`src/rtl/chgid_pkg.sv`:
```
package chgid_pkg;

    typedef enum logic [2:0] {
        ST_AUTO_BIAS   = 3'd0,
        ST_AUTO_SHORT  = 3'd1,
        ST_FORCE_SHORT = 3'd2,
        ST_FORCE_BIAS  = 3'd3,
        ST_PASS        = 3'd4
    } chg_state_e;

    typedef enum logic [1:0] {
        PATH_BIAS  = 2'b00,
        PATH_SHORT = 2'b01,
        PATH_PASS  = 2'b10,
        PATH_NONE  = 2'b11
    } path_e;

    localparam logic [1:0] MODE_AUTO  = 2'b00;
    localparam logic [1:0] MODE_SHORT = 2'b01;
    localparam logic [1:0] MODE_BIAS  = 2'b10;
    localparam logic [1:0] MODE_PASS  = 2'b11;

    // enable vector layout: {bias, short, pass}
    localparam int EN_W = 3;

    function automatic logic [EN_W-1:0] path_onehot(input path_e p);
        logic [EN_W-1:0] v;
        unique case (p)
            PATH_BIAS:  v = 3'b100;
            PATH_SHORT: v = 3'b010;
            PATH_PASS:  v = 3'b001;
            default:    v = 3'b000;
        endcase
        return v;
    endfunction

endpackage

```
`src/rtl/chgid_sync.sv`:
```
module chgid_sync #(
    parameter int          W       = 2,
    parameter int          STAGES  = 2,
    parameter logic [W-1:0] RST_VAL = '0
) (
    input  logic         clk,
    input  logic         rst_n,
    input  logic [W-1:0] d,
    output logic [W-1:0] q
);

    logic [W-1:0] chain [STAGES];

    genvar s;
    generate
        for (s = 0; s < STAGES; s++) begin : g_stage
            if (s == 0) begin : g_first
                always_ff @(posedge clk or negedge rst_n) begin
                    if (!rst_n) chain[s] <= RST_VAL;
                    else        chain[s] <= d;
                end
            end else begin : g_next
                always_ff @(posedge clk or negedge rst_n) begin
                    if (!rst_n) chain[s] <= RST_VAL;
                    else        chain[s] <= chain[s-1];
                end
            end
        end
    endgenerate

    assign q = chain[STAGES-1];

endmodule

```
`src/rtl/chgid_debounce.sv`:
```
module chgid_debounce #(
    parameter int   TICKS   = 10000,
    parameter logic RST_VAL = 1'b0
) (
    input  logic clk,
    input  logic rst_n,
    input  logic raw,
    output logic stable
);

    localparam int CW = (TICKS < 2) ? 1 : $clog2(TICKS);
    localparam logic [CW-1:0] LAST = CW'(TICKS - 1);

    logic [CW-1:0] cnt;

    always_ff @(posedge clk or negedge rst_n) begin
        if (!rst_n) begin
            cnt    <= '0;
            stable <= RST_VAL;
        end else if (raw != stable) begin
            if (cnt == LAST) begin
                stable <= raw;
                cnt    <= '0;
            end else begin
                cnt <= cnt + 1'b1;
            end
        end else begin
            cnt <= '0;
        end
    end

endmodule

```
`src/rtl/chgid_fsm.sv`:
```
module chgid_fsm
    import chgid_pkg::*;
(
    input  logic       clk,
    input  logic       rst_n,
    input  logic [1:0] mode_s,
    input  logic       dm_hi_d,
    input  logic       dm_lo_d,
    output path_e      want,
    output logic [1:0] status
);

    chg_state_e state, nxt;

    always_ff @(posedge clk or negedge rst_n) begin
        if (!rst_n) state <= ST_AUTO_BIAS;
        else        state <= nxt;
    end

    always_comb begin
        nxt = state;
        unique case (mode_s)
            MODE_SHORT: nxt = ST_FORCE_SHORT;
            MODE_BIAS:  nxt = ST_FORCE_BIAS;
            MODE_PASS:  nxt = ST_PASS;
            default: begin
                unique case (state)
                    ST_AUTO_BIAS:
                        if (!dm_hi_d && dm_lo_d) nxt = ST_AUTO_SHORT;
                    ST_AUTO_SHORT:
                        if (!dm_lo_d) nxt = ST_AUTO_BIAS;
                    default:
                        nxt = ST_AUTO_BIAS;
                endcase
            end
        endcase
    end

    always_comb begin
        unique case (state)
            ST_AUTO_BIAS, ST_FORCE_BIAS:   want = PATH_BIAS;
            ST_AUTO_SHORT, ST_FORCE_SHORT: want = PATH_SHORT;
            ST_PASS:                       want = PATH_PASS;
            default:                       want = PATH_BIAS;
        endcase
        status = want;
    end

endmodule

```
`src/rtl/chgid_path_drv.sv`:
```
module chgid_path_drv
    import chgid_pkg::*;
(
    input  logic            clk,
    input  logic            rst_n,
    input  path_e           want,
    input  logic            ext_bias,
    output logic [EN_W-1:0] en,
    output logic            sup_en
);

    logic [EN_W-1:0] target;

    assign target = path_onehot(want);

    always_ff @(posedge clk or negedge rst_n) begin
        if (!rst_n) begin
            en <= path_onehot(PATH_BIAS);
        end else if (|en && (en != target)) begin
            en <= '0;
        end else if (en == '0) begin
            en <= target;
        end
    end

    assign sup_en = en[2] & ~ext_bias;

endmodule

```
`src/rtl/chgid_ctrl.sv`:
```
module chgid_ctrl
    import chgid_pkg::*;
#(
    parameter int DEB_TICKS   = 10000,
    parameter int SYNC_STAGES = 2
) (
    input  logic       clk,
    input  logic       rst_n,
    input  logic [1:0] mode_sel,
    input  logic       dm_above_hi,
    input  logic       dm_above_lo,
    input  logic       bsel_above,
    output logic       en_pass,
    output logic       en_short,
    output logic       en_bias,
    output logic       div_sup_en,
    output logic [1:0] status
);

    localparam int          NFLAG     = 3;
    localparam logic [NFLAG-1:0] FLAG_RST = 3'b011; // {bsel, dm_lo, dm_hi}

    logic [1:0]       mode_s;
    logic [NFLAG-1:0] flag_raw;
    logic [NFLAG-1:0] flag_d;
    logic             dm_hi_d, dm_lo_d, bsel_d;
    path_e            want;
    logic [EN_W-1:0]  en;

    chgid_sync #(.W(2), .STAGES(SYNC_STAGES), .RST_VAL(MODE_AUTO)) u_mode_sync (
        .clk   (clk),
        .rst_n (rst_n),
        .d     (mode_sel),
        .q     (mode_s)
    );

    assign flag_raw = {bsel_above, dm_above_lo, dm_above_hi};

    genvar i;
    generate
        for (i = 0; i < NFLAG; i++) begin : g_deb
            chgid_debounce #(.TICKS(DEB_TICKS), .RST_VAL(FLAG_RST[i])) u_deb (
                .clk    (clk),
                .rst_n  (rst_n),
                .raw    (flag_raw[i]),
                .stable (flag_d[i])
            );
        end
    endgenerate

    assign dm_hi_d = flag_d[0];
    assign dm_lo_d = flag_d[1];
    assign bsel_d  = flag_d[2];

    chgid_fsm u_fsm (
        .clk     (clk),
        .rst_n   (rst_n),
        .mode_s  (mode_s),
        .dm_hi_d (dm_hi_d),
        .dm_lo_d (dm_lo_d),
        .want    (want),
        .status  (status)
    );

    chgid_path_drv u_drv (
        .clk      (clk),
        .rst_n    (rst_n),
        .want     (want),
        .ext_bias (bsel_d),
        .en       (en),
        .sup_en   (div_sup_en)
    );

    assign en_bias  = en[2];
    assign en_short = en[1];
    assign en_pass  = en[0];

endmodule

```
`config.mk`:
```
export PLATFORM = sky130hd
export DESIGN_NAME = chgid_ctrl
export DESIGN_NICKNAME = d
export VERILOG_FILES = /design/src/rtl/chgid_pkg.sv /design/src/rtl/chgid_sync.sv /design/src/rtl/chgid_debounce.sv /design/src/rtl/chgid_fsm.sv /design/src/rtl/chgid_path_drv.sv /design/src/rtl/chgid_ctrl.sv
export SDC_FILE = /design/constraint.sdc
export NUM_CORES = 1
export LEC_CHECK = 0
export BUFFER_PORTS_ARGS = -buffer_cell sky130_fd_sc_hd__clkbuf_2
export CAP_MARGIN = 10
export CORE_MARGIN = 5
export CORE_UTILIZATION = 25
export DETAILED_ROUTE_END_ITERATION = 10
export SLEW_MARGIN = 10
export SYNTH_ARGS = -nofsm -noshare
export SYNTH_HDL_FRONTEND = slang
export SYNTH_HIERARCHICAL = 1
export SYNTH_SLANG_ARGS = --single-unit
```
`constraint.sdc`:
```
create_clock -name clk -period 2.2 [get_ports clk]
set_input_delay 0.11 -clock clk [delete_from_list [all_inputs] [get_ports clk]]
set_output_delay 0.11 -clock clk [all_outputs]
set_load 0.01 [all_outputs]
```
==> metrics.txt, run 1 <==
outcome finished, final reports clean; number of distinct library cells after synthesis 31; Yosys top cell area share 48.64%; Area growth syn-to-layout 11.46%; Internal 1371 uW; static leakage power 0.001257 uW; cell with the largest stage delay on the worst path sky130_fd_sc_hd__or4_4; initial core utilization 25.80%; classification of the worst setup path flip-flop to flip-flop; sequential share of the synthesized area 51.59%; Routed Wire Length 4570 um; GPL Wtd Cong 0.7639; Remaining Overflow, GRT 0; mean instance size in the synthesized netlist 10.74 um2; power density cells 629.8 mW/mm2; most common cell in the synthesized netlist sky130_fd_sc_hd__dfrtp_1; mapped cell area 0.002675 mm2; arrival time at the worst endpoint 2.16 ns; number of antenna violations at the first check in global routing 0; CP peak stage delay 0.58 ns; synthesized netlist cell count 249; H-Tree Depth 2; number of input and output port buffers inserted 12; crit path capture g_deb[2].u_deb/cnt[5]$_DFF_PN0_; CTS sink count 55; data required time at the worst endpoint 2.40 ns; first-pass GRT wire length 8100 um; Clock Pin Slew Worst Setup and Hold Paths 0.11 ns; most frequent cells after synthesis sky130_fd_sc_hd__dfrtp_1 (52), sky130_fd_sc_hd__nor2_1 (47), sky130_fd_sc_hd__xnor2_1 (22); Max Fanout on Critical Path 13; crit-path cells or4b_1, or4_4, nand2_2, nor2_1; startpoint type of the worst setup path flip-flop; Clk Latency, worst-skew pair 0.31 ns; cts bufs inserted 5; number of buffers added for setup after CTS 0; remaining antenna violation count after routing 0; Post-synth EDFFs 0; overall power after layout 1878 uW; Net Switching 507.0 uW; Crit. Startpoint g_deb[2].u_deb/cnt[11]$_DFF_PN0_; 1st-iter DRT viols 59; Crit Reg-Reg Startpoint g_deb[2].u_deb/cnt[11]$_DFF_PN0_; cells taking the most area after synthesis sky130_fd_sc_hd__dfrtp_1 (49%), sky130_fd_sc_hd__xnor2_1 (7.2%), sky130_fd_sc_hd__nor2_1 (6.6%); switching share of total power 27.00%; ratio of routed vias to standard cells 4.327; register share of total power 59.7%; smallest hold slack 0.05218 ns; number of rows in the core area 37; Pre-Repair DR Iteration Count 4; Placed Cells incl. Taps 390; least setup slack across all paths after layout 0.2447 ns; die outline area 0.01287 mm2; half-perimeter wire length after detailed placement 3227 um; maximum resistive drop on vdd 0.4154 mV; final sum of negative setup slack 0 ns; Final period util 88.88%; count of state elements after synthesis 55; length in cells of the worst reg-to-reg path 4; number of failing setup endpoints in the final timing report 0; maximum capacitance violations 0; worst slew margin relative to its limit 55.02%; nets 281; Worst Setup Slack post-DPL 0.2428 ns; pin count of the biggest net entering global routing 31; I/O pins 13; max frequency 0.5114 GHz; Horiz. Die Dim 113.4 um; Gates resized, CTS repair 0; CTS Root Buffer Type sky130_fd_sc_hd__clkbuf_8; capture point of the worst reg-to-reg path g_deb[2].u_deb/cnt[5]$_DFF_PN0_; async set or reset register ratio after synthesis 100.0%; number of remaining DRC errors 0; final hold vios 0; number of max-slew violations in the final report 0; net count after synthesis 266; largest area contributor in the netlist sky130_fd_sc_hd__dfrtp_1; GR Util All Layers 7.561%; fillcell total 1118; type of element capturing the critical path flip-flop; Hold Buf Count CTS 3; synthesis warning total 6; fraction of layout cells with a size suffix above 1 14.34%; portion of total power attributed to combinational logic 9.7%; Finished Layout Cells 401; unrepaired setup endpoints after global routing no; worst clock skew 0.01067 ns; type of the most critical hold path input pin to flip-flop; Period minus WS final 1.955 ns; maximum count of clock buffers along a single path 2; Antenna Cells 0; Die Y-Extent 113.4 um; slew at the pin with the worst max-slew slack 0.6748 ns; clock share of power 30.6%; Std-Cell Core Area 0.01037 mm2; most common flop cell mapped by yosys sky130_fd_sc_hd__dfrtp_1; DR vias 1735; vias in the first global route 1821; Register-to-Register Setup Slack 0.24 ns; average wire length per cell after detail routing 11.40 um; TritonCTS clock tree built
cell type report:
type	instances	area, um2	share of cell area, %
clock buffers	5	68.82	2.308
well taps	136	170.2	5.707
multi-input cells	177	1194	40.03
repair buffers	16	110.1	3.693
inverters	9	33.78	1.133
clock inverters	3	25.02	0.8393
flip-flops and latches	55	1380	46.29
stage by stage:
stage                     util, %  instance area (um2)
final                       28.75                 2982
after global placement      27.56                 2858
after CTS                   28.75                 2982
after floorplan                 -                 2675
after detailed placement    27.56                 2858
after global routing        28.75                 2982
registers in the layout, summed over array words and instances (netlist names):
name	flops
g_deb.u_deb/cnt	42
u_mode_sync/chain	2
u_fsm/state	3
g_deb.u_deb/stable	3
u_mode_sync/q	2
u_drv/en	3
logic make-up (layout without fill, tap and decap cells):
| family | after synthesis | in the layout | synth area share [%] |
|---|---|---|---|
| buffers and inverters | 17 | 33 | 3.788 |
| and+or+nand+nor | 121 | 121 | 24.23 |
| adders and majority gates | 10 | 10 | 4.677 |
| DFF | 55 | 55 | 51.59 |
| AOI/OAI and AO/OA | 2 | 2 | 0.5144 |
| muxes | 4 | 4 | 2.105 |
| xor gates and xnor gates | 40 | 40 | 13.10 |
layer usage:
metal	wire [um]	share of wire, %	track usage, %	vias to the layer above
li1	-	-	-	857
met1	2112	46	9.245	859
met2	2270	50	13.19	14
met3	118	2.6	1.592	5
met4	69	1.5	2.644	0
met5	0	0	0	-
critical path, delay by kind of cell (launching register included):
kind,cells,cell delay (ns)
flops,1,0.42
simple gates,4,1.43
power by group through the flow:
stage / clock network [uW] / logic (uW) / registers (uW)
3_3_place_gp: 0 / 177 / 1140
4_1_cts: 613 / 188 / 1120
6_report: 575 / 182 / 1120
5_1_grt: 639 / 210 / 1130
2_1_floorplan: 0 / 123 / 1130
3_5_place_dp: 0 / 182 / 1140
how the worst min path moves through the flow:
stage / startpoint / endpoint / cells after the start
finish: dm_above_hi / g_deb[0].u_deb/stable$_DFFE_PN1P_ / 2
global route: dm_above_hi / g_deb[0].u_deb/stable$_DFFE_PN1P_ / 2
CTS: dm_above_hi / g_deb[0].u_deb/stable$_DFFE_PN1P_ / 2
detailed placement: rst_n / u_mode_sync/q[1]$_DFF_PN0_ / 1
global placement: rst_n / u_mode_sync/chain[2]$_DFF_PN0_ / 1
floorplan: rst_n / g_deb[0].u_deb/cnt[0]$_DFF_PN0_ / 0
layout by cell type (no fill, tap or decap), types with 2 or more instances in the layout:
master and count:
sky130_fd_sc_hd__or4b_1 3, sky130_fd_sc_hd__nor3b_1 4, sky130_fd_sc_hd__dlygate4sd3_1 3, sky130_fd_sc_hd__or3b_2 3
sky130_fd_sc_hd__nor4b_1 5, sky130_fd_sc_hd__clkbuf_8 5, sky130_fd_sc_hd__or4_4 3, sky130_fd_sc_hd__mux2_4 3
sky130_fd_sc_hd__nor3_1 7, sky130_fd_sc_hd__nand2_2 3, sky130_fd_sc_hd__ha_1 10, sky130_fd_sc_hd__inv_1 9
sky130_fd_sc_hd__dfrtp_1 52, sky130_fd_sc_hd__nand2_1 11, sky130_fd_sc_hd__clkinv_4 2, sky130_fd_sc_hd__and4_1 3
sky130_fd_sc_hd__or3_1 3, sky130_fd_sc_hd__nand3_1 12, sky130_fd_sc_hd__nand4_1 9, sky130_fd_sc_hd__dfstp_2 3
sky130_fd_sc_hd__xnor2_1 22, sky130_fd_sc_hd__clkbuf_2 12, sky130_fd_sc_hd__nor2_1 47, sky130_fd_sc_hd__nor4_1 2
sky130_fd_sc_hd__xor2_1 18, sky130_fd_sc_hd__and3_1 3
No activity file was read; power rests on OpenSTA's default activity.
==> inputs of run 2 (changes only) <==
- GPL_TIMING_DRIVEN: default -> 0
- clock period: 2.2 -> 2.08 ns (I/O delays scaled with it)
==> run 2 against run 1 <==
Clock skew shrank 0.0035 ns. Combinational power grew 15%. Hold slack lost 0.00070 ns. Final cell count grew 1.7%. Final area grew 1.2%. Routed wire length shrank 0.20%. Worst setup slack lost 0.13 ns. Critical endpoint is now g_deb[1].u_deb/cnt[4]$_DFF_PN0_. Register-to-register slack lost 0.13 ns. Global-route usage grew 0.088 points. Critical path type unchanged.
==> metrics.txt, run 2 (synthesized netlist as in run 1, its figures left out) <==
Area growth syn-to-layout 12.82%; register bank with the most flops g_deb.u_deb/cnt; outcome finished, final reports clean; 1st-iter DRT viols 37; TritonCTS clock tree built; startpoint type of the worst setup path flip-flop; overall power after layout 1955 uW; worst slew margin relative to its limit 50.89%; Pre-Repair DR Iteration Count 4; number of max-slew violations in the final report 0; unrepaired setup endpoints after global routing no; half-perimeter wire length after detailed placement 3217 um; CP top delay family simple AND/OR/NAND/NOR gates; classification of the worst setup path flip-flop to flip-flop; die outline area 0.01287 mm2; cts bufs inserted 5; ratio of routed vias to standard cells 4.299; Die Y-Extent 113.4 um; maximum count of clock buffers along a single path 2; Period minus WS final 1.967 ns; type of element capturing the critical path flip-flop; max frequency 0.5085 GHz; Max Fanout on Critical Path 10; nets 288; smallest hold slack 0.05149 ns; fraction of layout cells with a size suffix above 1 15.07%; arrival time at the worst endpoint 2.16 ns; GPL Wtd Cong 0.7497; Clock Pin Slew Worst Setup and Hold Paths 0.10 ns; final hold vios 0; number of remaining DRC errors 0; hold path startpoint bsel_above; data required time at the worst endpoint 2.27 ns; fillcell total 1116; Buf/Inv on CP 1; power density cells 647.6 mW/mm2; vias in the first global route 1790; Crit Reg-Reg Startpoint g_deb[1].u_deb/cnt[11]$_DFF_PN0_; Final period util 94.54%; number of failing setup endpoints in the final timing report 0; type of the most critical hold path input pin to flip-flop; max FFs per register 42; number of rows in the core area 37; most common library cell in the layout ignoring fill and taps sky130_fd_sc_hd__dfrtp_1; Antenna Cells 0; pin count of the biggest net entering global routing 56; Routed Wire Length 4561 um; initial core utilization 25.80%; static leakage power 0.001283 uW; worst clock skew 0.007210 ns; CTS Root Buffer Type sky130_fd_sc_hd__clkbuf_8; CP peak stage delay 0.58 ns; CTS sink count 55; maximum resistive drop on vdd 0.4045 mV; GR Util All Layers 7.649%; Remaining Overflow, GRT 0; Std-Cell Core Area 0.01037 mm2; Clk Latency, worst-skew pair 0.30 ns; final sum of negative setup slack 0 ns; DR vias 1754; number of antenna violations at the first check in global routing 0; Crit. Startpoint g_deb[1].u_deb/cnt[11]$_DFF_PN0_; first-pass GRT wire length 8121 um; most frequent cells in the layout sky130_fd_sc_hd__dfrtp_1 (52), sky130_fd_sc_hd__nor2_1 (47), sky130_fd_sc_hd__xnor2_1 (22); slew at the pin with the worst max-slew slack 0.7367 ns; remaining antenna violation count after routing 0; crit-path cells or4b_1, or4_4, nand2_2, buf_6, nor2_1; H-Tree Depth 2; cell with the largest stage delay on the worst path sky130_fd_sc_hd__or4_4; number of input and output port buffers inserted 12; Horiz. Die Dim 113.4 um; maximum capacitance violations 0; I/O pins 13; average wire length per cell after detail routing 11.18 um
-- run 2: report_power, final --
| part | internal [uW] | switching (uW) |
|---|---|---|
| Sequential | 1130 | 58.5 |
| Clock | 240 | 321 |
| Combinational | 96.7 | 113 |
| Total | 1460 | 492 |
-- run 2: timing repair --
action | in CTS | in global routing
buffers inserted | 0 | 0
hold endpoints to repair | 54 | 0
gates resized for setup | 0 | 0
hold buffers | 3 | 0
-- run 2: layout make-up --
type / count / area [um2] / area share (%)
clock buffer: 8 / 80.08 / 2.653
tap: 136 / 170.2 / 5.638
buffer: 8 / 67.56 / 2.239
inverter: 9 / 33.78 / 1.119
sequential: 55 / 1380 / 45.73
multi-input combinational: 177 / 1194 / 39.55
timing repair buffer: 15 / 92.59 / 3.068
-- run 2: metrics by stage --
stage	instances	utilization, %	setup slack (ns)	area (um2)
after detailed placement	397	28.04	0.1246	2908
after CTS	408	29.10	0.1022	3018
final	408	29.10	0.1135	3018
after global routing	408	29.10	0.04331	3018
after floorplan	249	-	0.2171	2675
after global placement	397	28.02	0.1321	2905
-- run 2: worst register-to-register path: stages (launching register included) --
cell and delay [ns]:
sky130_fd_sc_hd__dfrtp_1 0.41, sky130_fd_sc_hd__or4b_1 0.52, sky130_fd_sc_hd__or4_4 0.58, sky130_fd_sc_hd__nand2_2 0.14, sky130_fd_sc_hd__buf_6 0.15, sky130_fd_sc_hd__nor2_1 0.05
-- run 2: worst paths after layout --
check                                                     to  slack, ns  cells after the start
min reg2reg                       u_mode_sync/q[0]$_DFF_PN0_       0.35                      0
max                          g_deb[1].u_deb/cnt[4]$_DFF_PN0_       0.11                      5
max reg2reg                  g_deb[1].u_deb/cnt[4]$_DFF_PN0_       0.11                      5
min                        g_deb[2].u_deb/stable$_DFFE_PN0P_       0.05                      2
min in group asynchronous         u_mode_sync/q[0]$_DFF_PN0_       0.42                      2
max in group asynchronous         u_fsm/state[0]$_DFFE_PN0P_       1.19                      2
-- run 2: layer usage --
layer | up-vias | track usage (%) | share of wire (%)
met4 | 0 | 1.923 | 1.0
met5 | - | 0 | 0
li1 | 883 | - | -
met2 | 19 | 13.03 | 49
met1 | 847 | 9.538 | 46
met3 | 5 | 2.228 | 3.3
